`src/rtl/lcd_wave_seq.sv`:
```
module lcd_wave_seq #(
  parameter int NUM_COM = 8,
  parameter int NUM_SEG = 8,
  parameter int LVL_W   = 3,
  parameter int DEAD_W  = 3,
  parameter int PON_W   = 3
) (
  input  logic                       clk,
  input  logic                       rst_n,
  input  logic                       phase_tick,
  input  logic                       sync_start,
  input  logic [$clog2(NUM_COM)-1:0] duty_sel,
  input  logic [1:0]                 bias_sel,
  input  logic [DEAD_W-1:0]          dead_len,
  input  logic [PON_W-1:0]           pon_len,
  input  logic                       hd_perm,
  input  logic                       buf_en,
  input  logic [NUM_COM*NUM_SEG-1:0] pix,
  output logic [NUM_COM*LVL_W-1:0]   com_lvl,
  output logic [NUM_SEG*LVL_W-1:0]   seg_lvl,
  output logic                       hd_en,
  output logic                       frame_odd
);
  localparam int PH_W  = $clog2(NUM_COM);
  localparam int OUT_W = (NUM_COM + NUM_SEG) * LVL_W;

  logic [PH_W-1:0]   phase_q;
  logic              odd_q, dead_q;
  logic [DEAD_W-1:0] dcnt_q;
  logic [LVL_W-1:0]  top, lo_mid, hi_mid;

  always_comb begin
    case (bias_sel)
      2'd1:    top = LVL_W'(2);
      2'd2:    top = LVL_W'(3);
      default: top = LVL_W'(4);
    endcase
  end
  assign lo_mid = LVL_W'(1);
  assign hi_mid = top - LVL_W'(1);

  wire last_ph  = (phase_q >= duty_sel);
  wire dead_end = ({1'b0, dcnt_q} + 1'b1) >= {1'b0, dead_len};

  always_ff @(posedge clk or negedge rst_n) begin
    if (!rst_n) begin
      phase_q <= '0;
      odd_q   <= 1'b1;
      dead_q  <= 1'b0;
      dcnt_q  <= '0;
    end else if (sync_start) begin
      phase_q <= '0;
      odd_q   <= 1'b1;
      dead_q  <= 1'b0;
      dcnt_q  <= '0;
    end else if (phase_tick) begin
      if (dead_q) begin
        if (dead_end) begin
          dead_q <= 1'b0;
          odd_q  <= 1'b0;
        end
        dcnt_q <= dcnt_q + 1'b1;
      end else if (last_ph) begin
        phase_q <= '0;
        dcnt_q  <= '0;
        if (odd_q && dead_len != '0) dead_q <= 1'b1;
        else                         odd_q  <= ~odd_q;
      end else begin
        phase_q <= phase_q + 1'b1;
      end
    end
  end

  assign frame_odd = odd_q;

  for (genvar c = 0; c < NUM_COM; c++) begin : g_com
    always_comb begin
      if (dead_q || PH_W'(c) > duty_sel)
        com_lvl[c*LVL_W +: LVL_W] = '0;
      else if (PH_W'(c) == phase_q)
        com_lvl[c*LVL_W +: LVL_W] = odd_q ? top : '0;
      else
        com_lvl[c*LVL_W +: LVL_W] = odd_q ? lo_mid : hi_mid;
    end
  end

  for (genvar s = 0; s < NUM_SEG; s++) begin : g_seg
    wire on = pix[int'(phase_q) * NUM_SEG + s];
    always_comb begin
      if (dead_q)
        seg_lvl[s*LVL_W +: LVL_W] = '0;
      else if (odd_q)
        seg_lvl[s*LVL_W +: LVL_W] = on ? '0 : hi_mid;
      else
        seg_lvl[s*LVL_W +: LVL_W] = on ? top : lo_mid;
    end
  end

  logic [OUT_W-1:0] out_q;
  logic             prev_vld;
  logic [PON_W-1:0] pon_cnt;
  wire  [OUT_W-1:0] out_now = {com_lvl, seg_lvl};
  wire              changed = prev_vld && (out_now != out_q);

  always_ff @(posedge clk or negedge rst_n) begin
    if (!rst_n) begin
      out_q    <= '0;
      prev_vld <= 1'b0;
      pon_cnt  <= '0;
    end else begin
      out_q    <= out_now;
      prev_vld <= 1'b1;
      if (changed && pon_len != '0) pon_cnt <= pon_len - 1'b1;
      else if (pon_cnt != '0)       pon_cnt <= pon_cnt - 1'b1;
    end
  end

  assign hd_en = !buf_en && (hd_perm || (changed && pon_len != '0) || pon_cnt != '0);
endmodule

```
`config.mk`:
```
export PLATFORM = sky130hd
export DESIGN_NAME = lcd_wave_seq
export DESIGN_NICKNAME = d
export VERILOG_FILES = /design/src/rtl/lcd_wave_seq.sv
export SDC_FILE = /design/constraint.sdc
export NUM_CORES = 1
export LEC_CHECK = 0
export BUFFER_PORTS_ARGS = -buffer_cell sky130_fd_sc_hd__buf_2
export CAP_MARGIN = 20
export CORE_AREA = 4 4 107 120
export DETAILED_ROUTE_END_ITERATION = 8
export DIE_AREA = 0 0 111 124
export GPL_TIMING_DRIVEN = 0
export MAX_ROUTING_LAYER = met4
export SLEW_MARGIN = 5
export SYNTH_ARGS = -nofsm -noshare
export SYNTH_HDL_FRONTEND = slang
export SYNTH_SLANG_ARGS = --single-unit
```
`constraint.sdc`:
```
create_clock -name clk -period 4.68 [get_ports clk]
set_input_delay 0.936 -clock clk [delete_from_list [all_inputs] [get_ports clk]]
set_output_delay 0.936 -clock clk [all_outputs]
set_load 0.05 [all_outputs]
```
# After elaboration in Yosys (flattened, before gate mapping)
# Index checks and enable logic that the tools add are counted.
# totals
latch_bits,0
output_inout_bits,50
word_cells,173
ramBits,0
register_bits,60
memories,0
inputBits,81
rom_bits,0
# op_classes
add_sub_neg,13
multipliers,0
n_div,0
n_lt_le_gt_ge,18
bitwise,1
n_mux,96
shift,0
n_reduce_logical,25
n_eq_ne,13
# op_table
op,count
$mux 3,60
$lt 7x7->1 const B,7
$ne 48x48->1,1
$bmux 1 s6,7
$add 6x3->7 const B,4
$mux 1,27
$add 6x2->7 const B,2
$eq 3x3->1 const A,4
$gt 3x3->1 const A,4
$reduce_bool 3->1,4
$logic_or 1x1->1,10
$sub 3x1->3 const B,3
$add 6x1->7 const B,1
$lt 6x7->1 const B,1
$add 3x1->3 const B,2
$eq 2x3->1 const A,2
$gt 1x3->1 const A,2
$gt 2x3->1 const A,2
$pmux 3 s2,1
$add 3x1->4 const B,1
$ge 4x3->1,1
$logic_and 1x1->1,4
$reduce_and 2->1,2
$reduce_and 4->1,1
12 further kinds,13

# Depth between registers and ports, before layout
# Gate-level depths: netlist of the first run.
# depth
word_depth,13
depth_mapped,18
mapped_depth_nobuf,16

# Least setup slack after synthesis of the first run
# Ideal clock, no wire load.
# synth_path
path_kind,input-to-output
startpoint,input port bias_sel[0]
endpoint,output port hd_en
path_stages,12
setup_slack_ps,-2272
arrival_ps,6016
path_cell_list,inv_1 ha_1 clkbuf_1 inv_1 a2111oi_0 xnor2_1 nand3_1 nor4_1 and4_1 nand4_2 o211ai_4 a31oi_1
# synth_between
elab_chain_len,12
# synth_lines
element,line_no,text
"start, declared",13,"input logic [1:0] bias_sel,"
$eq 2x2->1 / $eq 2x1->1 (equally long branches),33,case (bias_sel)
$pmux 3 s2 (*),33,
$sub 3x1->3,40,assign hi_mid = top - LVL_W'(1);
$mux 3,83,com_lvl[c*LVL_W +: LVL_W] = odd_q ? lo_mid : hi_mid;
$mux 3 (*),80,else if (PH_W'(c) == phase_q)
$mux 3 (*),78,if (dead_q || PH_W'(c) > duty_sel)
net com_lvl[21],19,"output logic [NUM_COM*LVL_W-1:0] com_lvl,"
$ne 48x48->1 (*),103,wire changed = prev_vld && (out_now != out_q);
$logic_and 1x1->1 (*),103,
$logic_and 1x1->1 (*),118,assign hd_en = !buf_en && (hd_perm || (changed && pon_len != '0) || pon_cnt != '0);
$logic_or 1x1->1 (*) (2 in series),118,
$logic_and 1x1->1 (*),118,
"end, declared",21,"output logic hd_en,"
# The timed path passes the listed nets; every way through them passes the cells marked *.

# Worst setup path after layout of the first run
# layout_path
startpoint,input port bias_sel[1]
endpoint,output port hd_en
# layout_between
elab_chain_len,12
# layout_lines
element,line_no
$eq 2x2->1 / $eq 2x1->1 (equally long branches),33
$pmux 3 s2 (*),33
$sub 3x1->3,40
$mux 3 (on tied branches),"93, 83"
$mux 3 (on tied branches),"92, 80"
$mux 3 (on tied branches),"90, 78"
$ne 48x48->1 (*),103
$logic_and 1x1->1 (*),103
$logic_and 1x1->1 (*),118
$logic_or 1x1->1 (*) (2 in series),118
$logic_and 1x1->1 (*),118
# Every way passes the cells marked *; elsewhere a longest branch is shown, timed or not.

==> results.py, run 1 <==
metrics = {
    "setup_path": {
        "start_kind": "input pin",
        "cp-startpoint": "bias_sel[1]",
        "path_cells": "buf_2 > inv_1 > ha_2 > or3_4 > a211oi_4 > xor2_1 > nor4_2 > and4b_1 > nand4b_1 > or4_4 > o211ai_4 > a31oi_4 > buf_6",
        "r2r_start": "phase_q[2]$_DFFE_PN0P_",
        "endpoint_kind": "output pin",
        "critical_path.top_delay_family": "simple AND/OR/NAND/NOR gates",
        "crit_slowest_cell": "or4_4",
        "worstPathRequired_ns": 3.74,
        "arrival_ns": 3.75,
        "slowest_delay_ns": 0.47,
        "crit_buf_inv": 3,
        "cp_max_fo": 8,
        "worstSetupPathType": "input pin to output pin",
    },
    "timing": {
        "maxSlewViolCount": 0,
        "final.setup_skew_ns": 0.00791,
        "setup_viol_count_final": 1,
        "max_freq_mhz": 213,
        "slew_headroom_pct": 46.1,
        "rsz0062_at_grt": "true",
        "worstMarginPinSlew_ns": 0.808,
        "fin_crit_ns": 4.69,
        "fin_crit_sh_pct": 100,
        "timing.setup.tns_ns": -0.00607,
        "timing.hold.ws_ns": 0.571,
        "hold_viol": 0,
        "setup_slack_ns": -0.00607,
    },
    "clocking": {
        "clk_root_buffer_cell": "clkbuf_16",
        "cts.clk_slew.worst_paths_ns": 0.05,
        "clockBufferDepth": 2,
        "clk_latency_ns": 0.34,
        "h-tree-depth": 3,
        "cts_hold_buffers": 0,
        "cts_sinks": 60,
        "cts_tree": "built",
        "cts_buffers": 9,
    },
    "floorplanning": {
        "die_x_um": 111,
        "core-area_um2": 11700,
        "die_h_um": 124,
        "row_count": 42,
        "start_util_pct": 39.0,
        "pin_count": 131,
        "dieArea_um2": 13800,
    },
    "drt": {
        "postRouteAntennaNets": 0,
        "drc": 0,
        "vias": 4573,
        "wl_um": 15600,
        "avgViaCountPerCell": 5.64,
        "initialDrtViolationCount": 284,
        "first_pass_iters": 5,
        "drt-wirelength-per-cell_um": 19.2,
    },
    "synthesis": {
        "synth_area_leaders": "dfrtp_1, mux2i_1, mux4_2",
        "synth_area_leader_cell": "dfrtp_1",
        "synthArstFlopShare_pct": 100,
        "syn_area_per_cell_um2": 9.18,
        "yosys.cell_count.top_type": "dfrtp_1",
        "mappedNetlistNets": 595,
        "synthFlopType": "dfrtp_1",
        "syn_inst": 498,
        "synth_cell_types": 74,
        "synthTopCellsByCount": "dfrtp_1, nor2_1, mux2i_1, a21oi_1, inv_1",
        "yosys.area.top_type_share_pct": 32.3,
        "ys_seq_area_share_pct": 32.9,
        "yosys_warnings": 0,
        "synth-seq-cells": 60,
        "synth-edff-count": 0,
        "synth_area_um2": 4570,
    },
    "place": {
        "place_ws_ns": -0.522,
        "portBuffers": 129,
        "gp_congestion": 0.920,
        "place_area_um2": 5650,
        "dpl.hpwl_um": 11700,
    },
    "min_path": {
        "hp-class": "flop to flop",
        "hp-start": "dcnt_q[1]$_DFFE_PN0P_",
    },
    "power_and_ir_drop": {
        "leakage_nw": 2.93,
        "power_density_nw_per_um2": 336,
        "design_power_total_mw": 2.09,
        "peakVddDrop_uv": 140,
    },
    "layout": {
        "syn2layout_area_growth_pct": 36.2,
        "drive_gt1_share_pct": 39.0,
        "stdcell_area_um2": 6220,
        "num-nets-final": 749,
        "nFillCells": 1076,
        "antenna_cells": 0,
    },
    "grt": {
        "grt_pass1_wl_um": 24000,
        "global_route.overflow_total": 0,
        "grt_max_degree": 61,
        "grtUsageTotal_pct": 22.9,
        "grt_pass1_vias": 4555,
        "antenna_found_initial": 0,
    },
    "status": {
        "status": "finished with violations",
        "failed_checks": "setup timing",
    },
    "job": {
        "cap_violations": 0,
    },
}
placed cells by master (no fill, tap or decap), drive strengths merged, types with 7 or more instances in the layout:
master  count
xnor2       7
a31oi       7
mux4       11
nor2       48
inv        28
buf       158
nand3      12
a21oi      29
nand2      23
nand2b      9
clkbuf     29
nor2b      12
nor3       25
xor2       19
ha         16
o21ai      19
nor4        9
a211oi      8
mux2i      38
dfrtp      59
final cells by class:
class | instances | area [um^2] | area share [%]
Inverter | 31 | 126 | 2.03
Clock buffer | 14 | 254 | 4.08
Sequential cell | 60 | 1500 | 24.2
Multi-Input combinational cell | 377 | 3140 | 50.4
Tap cell | 154 | 193 | 3.10
Buffer | 29 | 229 | 3.68
Timing Repair Buffer | 144 | 771 | 12.4
Clock inverter | 2 | 10.0 | 0.161
worst register-to-register path: stages, from the launching register on:
cell,delay [ns]
dfrtp_1,0.38
buf_6,0.17
clkinv_4,0.12
ha_1,0.29
or3_4,0.36
a211oi_4,0.32
xor2_1,0.12
nor4_2,0.26
and4b_1,0.23
nand4b_1,0.13
or4_4,0.47
buf_4,0.16
o21ai_2,0.16
a2bb2oi_1,0.21
ha_1,0.21
inv_1,0.06
nor3_1,0.19
a21oi_1,0.06
mux2i_1,0.12
metal layers:
layer	track usage, %	vias up	routed length [um]
li1	-	2140	-
met1	27.7	2226	6660
met2	38.7	174	7630
met3	3.74	33	822
met4	9.31	0	436
met5	-	-	0
path summary, 6_finish.rpt:
path / end / slack [ns] / cells past startpoint
setup / recovery: hd_en / -0.006 / 13
hold / removal: dcnt_q[1]$_DFFE_PN0P_ / 0.57 / 2
setup reg to reg: pon_cnt[2]$_DFFE_PN0P_ / 0.56 / 18
hold reg to reg: dcnt_q[1]$_DFFE_PN0P_ / 0.57 / 2
max in group asynchronous: phase_q[1]$_DFFE_PN0P_ / 3.41 / 1
min in group asynchronous: out_q[23]$_DFF_PN0_ / 0.68 / 1
power by group:
group          total, mW  switching, mW  internal (mW)
clock network      0.604          0.233          0.371
registers          0.636         0.0561          0.580
logic              0.850          0.549          0.300
per-stage QoR:
stage	std cells	utilization, %
global route	811	53.1
floorplan	498	-
global placement	781	48.2
finish	811	53.1
detailed placement	781	48.2
CTS	804	51.9
what timing repair did:
action	4_1_cts	5_1_grt
pin swaps	11	5
setup endpoints to repair	1	1
setup buffers	7	8
resized for setup	38	20
state kept, by name (all words and copies together) (netlist names):
register	count
out_q	48
dcnt_q	3
phase_q	3
pon_cnt	3
dead_q	1
frame_odd	1
prev_vld	1
logic make-up (layout without fill, tap and decap cells):
group           count (synthesis)  count (layout)  share of synthesized area (%)
simple gates                  175             175                           20.4
flops                          60              60                           32.9
buf+inv                        61             220                           6.35
xor+xnor                       26              26                           4.98
compound gates                106             106                           15.9
other cells                     1               1                         0.0821
mux                            53              53                           15.1
fa+ha+maj                      16              16                           4.38
Power figures use the tool's default switching activity.
==> run 2: changes to the inputs <==
Settings changed: SETUP_SLACK_MARGIN from default to 0.5, SKIP_LAST_GASP from default to 1.
==> run 2 against run 1 <==
  * The run still ends with setup timing left
  * Non-clock buffer count shrank 1
  * Routed wire length down 0.60%
  * Maximum frequency shrank 1.0%
  * Global-route usage grew 0.18 points
  * Sequential power barely moved
  * Critical endpoint unchanged
  * Via count fell by 1.3%
  * Clock skew fell by 0.0020 ns
  * Sequential cell count unchanged
  * Setup slack got worse by 0.049 ns
  * Combinational power down 2.5%
==> results.py, run 2 (synthesized netlist as in run 1, its figures left out) <==
metrics = {
    "floorplanning": {
        "die_x_um": 111,
        "dieArea_um2": 13800,
        "row_count": 42,
        "pin_count": 131,
        "start_util_pct": 39.0,
        "die_h_um": 124,
        "core-area_um2": 11700,
    },
    "timing": {
        "final.setup_skew_ns": 0.00589,
        "slew_headroom_pct": 48.3,
        "setup_viol_count_final": 1,
        "worstMarginPinSlew_ns": 0.776,
        "setup_slack_ns": -0.0552,
        "hold_viol": 0,
        "maxSlewViolCount": 0,
        "fin_crit_ns": 4.74,
        "rsz0062_at_grt": "true",
        "timing.hold.ws_ns": 0.567,
        "fin_crit_sh_pct": 101,
        "max_freq_mhz": 211,
    },
    "setup_path": {
        "path_cells": "buf_8 > inv_4 > ha_4 > clkbuf_16 > nand4b_1 > a211oi_4 > xor2_2 > nor4_1 > and4b_1 > nand4b_1 > or4_4 > o211ai_4 > a31oi_4 > buf_6",
        "crit_end": "hd_en",
        "r2r_start": "phase_q[1]$_DFFE_PN0P_",
        "r2r-end": "pon_cnt[2]$_DFFE_PN0P_",
        "worstPathRequired_ns": 3.74,
        "crit_slowest_cell": "or4_4",
        "reg2reg_depth": 18,
        "slowest_delay_ns": 0.58,
        "r2r_slack_ns": 0.56,
        "endpoint_kind": "output pin",
        "cp_max_fo": 7,
        "worstSetupPathType": "input pin to output pin",
        "start_kind": "input pin",
        "arrival_ns": 3.80,
        "cp-startpoint": "bias_sel[0]",
        "critical_path.most_common_cell": "nand4b_1",
    },
    "power_and_ir_drop": {
        "leakage_nw": 2.91,
        "peakVddDrop_uv": 166,
        "power_density_nw_per_um2": 336,
    },
    "clocking": {
        "clk_latency_ns": 0.34,
        "clk_root_buffer_cell": "clkbuf_16",
        "cts_buffers": 9,
        "cts_tree": "built",
        "cts.clk_slew.worst_paths_ns": 0.05,
        "h-tree-depth": 3,
        "clockBufferDepth": 2,
        "cts_sinks": 60,
    },
    "grt": {
        "antenna_found_initial": 0,
        "global_route.overflow_total": 0,
        "busiest_layer": "met2",
        "grt_max_degree": 61,
        "met2_usage_pct": 37.6,
        "met3_usage_pct": 3.69,
        "grtUsageMet1_pct": 28.2,
        "grt_pass1_wl_um": 24200,
        "grtUsageTotal_pct": 23.1,
        "grt_pass1_vias": 4602,
    },
    "layout": {
        "nFillCells": 1106,
        "final_cell_count_no_fill": 809,
        "largest_reg_flops": 48,
        "largest_register": "out_q",
        "stdcell_area_um2": 6180,
        "layout_commonest_cell": "buf_2",
        "layout_common_cells": "buf_2, dfrtp_1, nor2_1",
        "seq_area_um2": 1500,
        "drive_gt1_share_pct": 37.7,
        "syn2layout_area_growth_pct": 35.2,
        "antenna_cells": 0,
        "multi_input_area_um2": 3100,
        "num-nets-final": 748,
    },
    "drt": {
        "postRouteAntennaNets": 0,
        "avgViaCountPerCell": 5.58,
        "drc": 0,
        "wl_um": 15500,
        "drt-wirelength-per-cell_um": 19.1,
        "first_pass_iters": 5,
        "initialDrtViolationCount": 252,
        "vias": 4514,
    },
    "place": {
        "dpl.cell_count": 781,
        "dpl.hpwl_um": 11900,
        "place_area_um2": 5650,
        "portBuffers": 129,
        "gp_congestion": 0.940,
    },
    "job": {
        "cap_violations": 0,
    },
    "status": {
        "status": "finished with violations",
        "failed_checks": "setup timing",
    },
    "min_path": {
        "hp-class": "flop to flop",
        "min_path_cells": 2,
    },
}
run 2: what timing repair did:
action,in CTS,in global routing
endpoints found under the setup margin,3,2
pin swaps,13,0
resized for setup,40,4
setup buffers,12,1
hold buffers,0,0
run 2: power by group:
part,switching (mW),internal (mW)
clock,0.228,0.382
combinational,0.533,0.295
sequential,0.0570,0.580
total,0.819,1.26
run 2: worst min-delay path by stage:
stage                               start                     to  slack, ns
floorplan           dcnt_q[1]$_DFFE_PN0P_  dcnt_q[1]$_DFFE_PN0P_       0.51
global placement    dcnt_q[1]$_DFFE_PN0P_  dcnt_q[1]$_DFFE_PN0P_       0.53
detailed placement  dcnt_q[1]$_DFFE_PN0P_  dcnt_q[1]$_DFFE_PN0P_       0.54
CTS                 dcnt_q[1]$_DFFE_PN0P_  dcnt_q[1]$_DFFE_PN0P_       0.56
global route        dcnt_q[1]$_DFFE_PN0P_  dcnt_q[1]$_DFFE_PN0P_       0.61
finish              dcnt_q[1]$_DFFE_PN0P_  dcnt_q[1]$_DFFE_PN0P_       0.57
run 2: stage by stage:
step | total power [mW] | setup TNS (ns) | util [%] | setup slack, ns
detailed placement | 1.43 | -0.648 | 48.2 | -0.562
floorplan | 1.21 | 0 | - | 0.00755
global placement | 1.42 | -0.600 | 48.2 | -0.542
global route | 2.18 | -0.182 | 52.7 | -0.182
finish | 2.08 | -0.0552 | 52.7 | -0.0552
CTS | 2.08 | -0.0280 | 52.5 | -0.0280
run 2: routing by layer:
| layer | vias to the layer above | part of all wire (%) |
|---|---|---|
| met5 | - | 0 |
| met1 | 2153 | 42 |
| met3 | 37 | 6.1 |
| met2 | 187 | 49 |
| li1 | 2137 | - |
| met4 | 0 | 3.5 |
run 2: layout make-up:
class	count	area share (%)
multi-input combinational	377	50.1
sequential	60	24.3
timing repair buffer	142	12.3
clock buffer	13	4.21
buffer	30	3.64
tap	154	3.12
inverter	31	2.09
clock inverter	2	0.162
run 2: worst max-delay path: cells and delay by family:
family          cells  cell delay, ns
buf+inv             4            0.45
compound gates      3            0.64
fa+ha+maj           1            0.25
simple gates        5            1.37
xor+xnor            1            0.14
